[src/rtl/bfly_pkg.sv]
package bfly_pkg;
  localparam int ACC_W = 64;
  typedef logic signed [ACC_W-1:0] acc_t;

  // drop f fraction bits, ties go to the even neighbour
  function automatic acc_t cround(acc_t x, int f);
    acc_t q, rem, half;
    if (f <= 0) return x;
    q    = x >>> f;
    rem  = x - (q <<< f);
    half = acc_t'(1) <<< (f - 1);
    if (rem > half || (rem == half && q[0])) q = q + acc_t'(1);
    return q;
  endfunction

  // true when x is representable in w signed bits
  function automatic logic fits(acc_t x, int w);
    acc_t y;
    y = (x <<< (ACC_W - w)) >>> (ACC_W - w);
    return y == x;
  endfunction
endpackage

[src/rtl/bfly_pipe.sv]
module bfly_pipe #(
  parameter int W   = 8,
  parameter int LAT = 1
) (
  input  logic         clk,
  input  logic         rst,
  input  logic [W-1:0] d,
  output logic [W-1:0] q
);
  generate
    if (LAT == 0) begin : g_wire
      assign q = d;
    end else begin : g_reg
      logic [W-1:0] r [LAT];
      always_ff @(posedge clk) begin
        if (rst) begin
          for (int i = 0; i < LAT; i++) r[i] <= '0;
        end else begin
          r[0] <= d;
          for (int i = 1; i < LAT; i++) r[i] <= r[i-1];
        end
      end
      assign q = r[LAT-1];
    end
  endgenerate
endmodule

[src/rtl/bfly_twiddle.sv]
module bfly_twiddle
  import bfly_pkg::*;
#(
  parameter int DW       = 16,
  parameter int CW       = 16,
  parameter int MULT_LAT = 2,
  parameter int CONV_LAT = 1
) (
  input  logic          clk,
  input  logic          rst,
  input  logic          vld_i,
  input  logic          sh_i,
  input  logic [DW-1:0] a_re_i,
  input  logic [DW-1:0] a_im_i,
  input  logic [DW-1:0] b_re_i,
  input  logic [DW-1:0] b_im_i,
  input  logic [CW-1:0] w_re_i,
  input  logic [CW-1:0] w_im_i,
  output logic          vld_o,
  output logic          sh_o,
  output logic [DW-1:0] a_re_o,
  output logic [DW-1:0] a_im_o,
  output logic [DW-1:0] t_re_o,
  output logic [DW-1:0] t_im_o,
  output logic          evt_o
);
  localparam int PW  = DW + CW + 1;
  localparam int FR  = CW - 2;
  localparam int P1W = 2 + 2*DW + 2*PW;
  localparam int P2W = 3 + 4*DW;

  logic signed [PW-1:0] p_re, p_im;
  always_comb begin
    p_re = PW'($signed(b_re_i)) * PW'($signed(w_re_i)) - PW'($signed(b_im_i)) * PW'($signed(w_im_i));
    p_im = PW'($signed(b_re_i)) * PW'($signed(w_im_i)) + PW'($signed(b_im_i)) * PW'($signed(w_re_i));
  end

  logic [P1W-1:0] m_q;
  logic           m_vld, m_sh;
  logic [DW-1:0]  m_a_re, m_a_im;
  logic [PW-1:0]  m_p_re, m_p_im;

  bfly_pipe #(.W(P1W), .LAT(MULT_LAT)) u_mul (
    .clk(clk), .rst(rst),
    .d({vld_i, sh_i, a_re_i, a_im_i, p_re, p_im}),
    .q(m_q)
  );
  assign {m_vld, m_sh, m_a_re, m_a_im, m_p_re, m_p_im} = m_q;

  acc_t          r_re, r_im;
  logic [DW-1:0] t_re, t_im;
  logic          evt;
  always_comb begin
    r_re = cround(acc_t'($signed(m_p_re)), FR);
    r_im = cround(acc_t'($signed(m_p_im)), FR);
    t_re = r_re[DW-1:0];
    t_im = r_im[DW-1:0];
    evt  = m_vld && (!fits(r_re, DW) || !fits(r_im, DW));
  end

  logic [P2W-1:0] c_q;
  bfly_pipe #(.W(P2W), .LAT(CONV_LAT)) u_conv (
    .clk(clk), .rst(rst),
    .d({m_vld, m_sh, m_a_re, m_a_im, t_re, t_im, evt}),
    .q(c_q)
  );
  assign {vld_o, sh_o, a_re_o, a_im_o, t_re_o, t_im_o, evt_o} = c_q;
endmodule

[src/rtl/bfly_addsub.sv]
module bfly_addsub
  import bfly_pkg::*;
#(
  parameter int DW       = 16,
  parameter int OW       = 16,
  parameter bit GROW     = 1'b0,
  parameter int ADD_LAT  = 1,
  parameter int CONV_LAT = 1
) (
  input  logic          clk,
  input  logic          rst,
  input  logic          vld_i,
  input  logic          sh_i,
  input  logic [DW-1:0] a_re_i,
  input  logic [DW-1:0] a_im_i,
  input  logic [DW-1:0] t_re_i,
  input  logic [DW-1:0] t_im_i,
  output logic          vld_o,
  output logic [OW-1:0] x_re_o,
  output logic [OW-1:0] x_im_o,
  output logic [OW-1:0] y_re_o,
  output logic [OW-1:0] y_im_o,
  output logic          evt_o
);
  localparam int SW_ = DW + 1;
  localparam int P1W = 2 + 4*SW_;
  localparam int P2W = 3 + 4*OW;

  logic signed [SW_-1:0] s_re, s_im, d_re, d_im;
  always_comb begin
    s_re = SW_'($signed(a_re_i)) + SW_'($signed(t_re_i));
    s_im = SW_'($signed(a_im_i)) + SW_'($signed(t_im_i));
    d_re = SW_'($signed(a_re_i)) - SW_'($signed(t_re_i));
    d_im = SW_'($signed(a_im_i)) - SW_'($signed(t_im_i));
  end

  logic [P1W-1:0]  a_q;
  logic            a_vld, a_sh;
  logic [SW_-1:0]  s_re_d, s_im_d, d_re_d, d_im_d;
  bfly_pipe #(.W(P1W), .LAT(ADD_LAT)) u_add (
    .clk(clk), .rst(rst),
    .d({vld_i, sh_i, s_re, s_im, d_re, d_im}),
    .q(a_q)
  );
  assign {a_vld, a_sh, s_re_d, s_im_d, d_re_d, d_im_d} = a_q;

  logic [SW_-1:0] sv [4];
  logic [OW-1:0]  ov [4];
  logic [3:0]     of;
  acc_t           v;
  always_comb begin
    sv[0] = s_re_d; sv[1] = s_im_d; sv[2] = d_re_d; sv[3] = d_im_d;
    v = '0;
    for (int k = 0; k < 4; k++) begin
      if (GROW) begin
        ov[k] = OW'(sv[k]);
        of[k] = 1'b0;
      end else begin
        v     = a_sh ? cround(acc_t'($signed(sv[k])), 1) : acc_t'($signed(sv[k]));
        ov[k] = v[OW-1:0];
        of[k] = !fits(v, OW);
      end
    end
  end

  logic [P2W-1:0] c_q;
  logic           c_sh;
  bfly_pipe #(.W(P2W), .LAT(CONV_LAT)) u_conv (
    .clk(clk), .rst(rst),
    .d({a_vld, a_sh, ov[0], ov[1], ov[2], ov[3], a_vld && (|of)}),
    .q(c_q)
  );
  assign {vld_o, c_sh, x_re_o, x_im_o, y_re_o, y_im_o, evt_o} = c_q;

  generate
    if (!GROW && CONV_LAT == 1) begin : g_chk
      // halved output is within half an LSB of the exact sum
      assert_half_close_R3: assert property (@(posedge clk) disable iff (rst)
        (vld_o && c_sh && !evt_o) |->
          ((2 * $signed(x_re_o) - $past($signed(s_re_d))) inside {-1, 0, 1}));
    end
  endgenerate
endmodule

[src/rtl/bfly_stage.sv]
module bfly_stage #(
  parameter int          DW          = 16,
  parameter int          CW          = 16,
  parameter int          SW          = 8,
  parameter int          STAGE       = 0,
  parameter bit          GROWTH      = 1'b0,
  parameter int          MAX_W       = 24,
  parameter bit          HARD_SHIFT  = 1'b0,
  parameter logic [SW-1:0] SHIFT_SCHED = '0,
  parameter int          MULT_LAT    = 2,
  parameter int          ADD_LAT     = 1,
  parameter int          CONV_LAT    = 1
) (
  input  logic          clk,
  input  logic          rst,
  input  logic          vld_i,
  input  logic          sync_i,
  input  logic [SW-1:0] shift_i,
  input  logic [DW-1:0] a_re_i,
  input  logic [DW-1:0] a_im_i,
  input  logic [DW-1:0] b_re_i,
  input  logic [DW-1:0] b_im_i,
  input  logic [CW-1:0] w_re_i,
  input  logic [CW-1:0] w_im_i,
  output logic          vld_o,
  output logic [DW-((GROWTH && DW < MAX_W) ? 0 : 1):0] x_re_o,
  output logic [DW-((GROWTH && DW < MAX_W) ? 0 : 1):0] x_im_o,
  output logic [DW-((GROWTH && DW < MAX_W) ? 0 : 1):0] y_re_o,
  output logic [DW-((GROWTH && DW < MAX_W) ? 0 : 1):0] y_im_o,
  output logic          ovf_o
);
  localparam bit GROW = GROWTH && (DW < MAX_W);
  localparam int OW   = GROW ? DW + 1 : DW;

  logic [SW-1:0] sh_vec;
  logic          sh_bit;
  assign sh_vec = HARD_SHIFT ? SHIFT_SCHED : shift_i;
  assign sh_bit = |(sh_vec & (SW'(1) << STAGE));

  logic          t_vld, t_sh, tw_evt, as_evt;
  logic [DW-1:0] t_a_re, t_a_im, t_re, t_im;

  bfly_twiddle #(.DW(DW), .CW(CW), .MULT_LAT(MULT_LAT), .CONV_LAT(CONV_LAT)) u_tw (
    .clk(clk), .rst(rst), .vld_i(vld_i), .sh_i(sh_bit),
    .a_re_i(a_re_i), .a_im_i(a_im_i), .b_re_i(b_re_i), .b_im_i(b_im_i),
    .w_re_i(w_re_i), .w_im_i(w_im_i),
    .vld_o(t_vld), .sh_o(t_sh), .a_re_o(t_a_re), .a_im_o(t_a_im),
    .t_re_o(t_re), .t_im_o(t_im), .evt_o(tw_evt)
  );

  bfly_addsub #(.DW(DW), .OW(OW), .GROW(GROW), .ADD_LAT(ADD_LAT), .CONV_LAT(CONV_LAT)) u_as (
    .clk(clk), .rst(rst), .vld_i(t_vld), .sh_i(t_sh),
    .a_re_i(t_a_re), .a_im_i(t_a_im), .t_re_i(t_re), .t_im_i(t_im),
    .vld_o(vld_o), .x_re_o(x_re_o), .x_im_o(x_im_o),
    .y_re_o(y_re_o), .y_im_o(y_im_o), .evt_o(as_evt)
  );

  always_ff @(posedge clk) begin
    if (rst) ovf_o <= 1'b0;
    else     ovf_o <= (ovf_o & ~sync_i) | tw_evt | as_evt;
  end

  assert_ovf_hold_R7: assert property (@(posedge clk) disable iff (rst)
    (ovf_o && !sync_i) |=> ovf_o);
  assert_ovf_cause_R7: assert property (@(posedge clk) disable iff (rst)
    $rose(ovf_o) |-> $past(tw_evt || as_evt));
  assert_ovf_clear_R8: assert property (@(posedge clk) disable iff (rst)
    (sync_i && !tw_evt && !as_evt) |=> !ovf_o);
endmodule

[config.mk]
export PLATFORM = sky130hd
export DESIGN_NAME = bfly_stage
export DESIGN_NICKNAME = d
export VERILOG_FILES = /design/src/rtl/bfly_pkg.sv /design/src/rtl/bfly_pipe.sv /design/src/rtl/bfly_twiddle.sv /design/src/rtl/bfly_addsub.sv /design/src/rtl/bfly_stage.sv
export SDC_FILE = /design/constraint.sdc
export NUM_CORES = 2
export LEC_CHECK = 0
export ABC_AREA = 0
export BUFFER_PORTS_ARGS = -buffer_cell sky130_fd_sc_hd__buf_2
export CAP_MARGIN = 5
export CORE_MARGIN = 1
export CORE_UTILIZATION = 50
export DETAILED_ROUTE_END_ITERATION = 10
export GPL_TIMING_DRIVEN = 0
export PLACE_DENSITY = 0.64
export RECOVER_POWER = 50
export SLEW_MARGIN = 20
export SYNTH_ARGS = -nofsm -noshare
export SYNTH_HDL_FRONTEND = slang
export SYNTH_SLANG_ARGS = --single-unit
[constraint.sdc]
create_clock -name clk -period 15.2 [get_ports clk]
set_input_delay 3.04 -clock clk [delete_from_list [all_inputs] [get_ports clk]]
set_output_delay 3.04 -clock clk [all_outputs]
set_load 0.01 [all_outputs]
==> metrics.txt <==
status complete, no violations; wire per inst 22.4 um; Post-synth EDFFs 0; number of max-cap violations 0; share of the synthesized area in the top cell type 0.361; Main synth FF type dfxtp_1; fin crit period 12,040 ps; H-tree Lvls 2; CTS tree done; cells after synthesis 6,613; largest stage delay on the critical path 810 ps; fill count 11,026; syn_area_per_cell 8.85 um2; Die W 344 um; Initial Util 0.504; area growth from synthesis to final layout 6.89%; Cell Area, Placed 61,300 um2; Post-Layout Inst Area 62,500 um2; WL final 188 mm; slowest cell on the critical path clkbuf_1; DRT antenna net count 0; via count 45,719; Clock Skew 40.9 ps; cts bufs inserted 39; delay-heaviest family, CP adder cells; Post-synth top cells inv_1, fa_1, nand2_1; die area 118,000 um2; fin crit share 0.792; Max Freq 0.0831 GHz; Seq/Total Area, Yosys 0.138; vias in the first global route 46,551; Netlist Area Pre-Place 58,500 um2; antenna violations before repair 28; worst-margin pin slew 1330 ps; Worst EP required 15,640 ps; final hold vios 0; Die Y 344 um; Buf/Inv on CP 5; Iteration-0 DRC Markers 3,358; Post-CTS Setup Bufs 0; layout cells sized above 1 0.0330; clock buffer depth 3; clk sinks 402; hold buffers post-CTS 0; critical setup path kind primary input to flip-flop; critical path capture point type flip-flop; gp weighted congestion 1.04; global-route wire length before repair 282 mm; Critical Path AT 12,480 ps; layout net count 8,444; post-detail-place hpwl 159 mm; total negative slack 0 ps; Syn. warnings 0; Seq cells post-synth 402; CP most frequent cell fa_1; Multi-input gate area 44,200 um2; largest net degree at the start of global routing 17; area leader, netlist fa_1; core box area 116,000 um2; DR vias/cell 5.45; Worst slew margin 0.113; Placement Rows 125; port buffer count 165; RSZ-0062 raised after global routing no; Final Setup Violations 0; Hold Path Class flip-flop to flip-flop; Tot GR Track Use 0.325; post-CTS resize count 0; library cells used by synthesis 87; # IOs 174; DRC Markers 0; clk root buf clkbuf_16; worst-skew pair later-pin latency 580 ps; clk slew on worst S/H paths 70 ps; Worst setup SP type primary input; top cells by area, synth fa_1, dfxtp_1, ha_1, inv_1, and2_1; fraction of registers with async set/reset 0; Reg area 8050 um2; Syn Nets 8,237; CP Max Fanout 10; drt pass-1 iters 6; gr ovfl total 0; top-count cell post-synth inv_1; pins over their slew limit 0
==> per-layer routing <==
layer	vias up	GRT usage	wire (um)
li1	20538	-	-
met1	22842	0.404	72700
met2	1863	0.533	86500
met3	472	0.0591	15600
met4	4	0.188	13000
met5	-	0	29
==> layout by cell type, fill, tap and decap left out, types with 202 or more instances in the layout <==
cell / instances
a21oi_1: 202
and2_1: 512
clkbuf_1: 336
dfxtp_1: 402
fa_1: 1054
ha_1: 462
inv_1: 1386
nand2_1: 619
nor2_1: 352
nor2b_1: 218
==> metrics by stage <==
stage | worst slack (ps) | hold slack [ps] | instances | utilization
finish | 3160 | 411 | 8385 | 0.539
global route | 2970 | 440 | 8376 | 0.539
CTS | 3420 | 414 | 8372 | 0.539
detailed placement | 2820 | 420 | 8302 | 0.528
global placement | 2820 | 416 | 8302 | 0.528
floorplan | 4600 | 414 | 6613 | -
==> worst paths after layout <==
path                                            startpoint                    endpoint  slack [ps]  cells after the start
worst max register to register   u_tw.u_conv.g_reg.r[0][2]   u_as.u_add.g_reg.r[0][49]       12060                     11
worst min-delay path            u_tw.u_mul.g_reg.r[0][187]  u_tw.u_conv.g_reg.r[0][54]         410                      1
worst max-delay path                             b_re_i[8]   u_tw.u_mul.g_reg.r[0][63]        3160                     31
worst min register to register  u_tw.u_mul.g_reg.r[0][187]  u_tw.u_conv.g_reg.r[0][54]         410                      1
==> area by class of cell <==
cell class,count,share of cell area
Multi-Input combinational cell,4545,0.707
Sequential cell,402,0.129
Inverter,1386,0.0832
Tap cell,1524,0.0305
Clock buffer,49,0.0172
Buffer,280,0.0170
Timing Repair Buffer,166,0.0121
Clock inverter,21,0.00404
Antenna cell,12,0.000480
==> registers in the layout, indices dropped and copies added, names as in the netlist <==
signal	flops
u_tw.u_conv.g_reg.r	67
u_as.u_add.g_reg.r	68
u_tw.u_mul.g_reg.r	200
ovf_o	1
u_as.u_conv.g_reg.r	66
==> cells by family after synthesis <==
logic type	synth area share
and+or+nand+nor	0.178
buffers and inverters	0.107
adders and majority gates	0.459
AOI/OAI and AO/OA	0.0781
DFF	0.138
xor gates and xnor gates	0.0377
muxes	0.00272
Power is not shown: default switching activity piles up to over one toggle a cycle in this logic, so the estimate is an artifact.
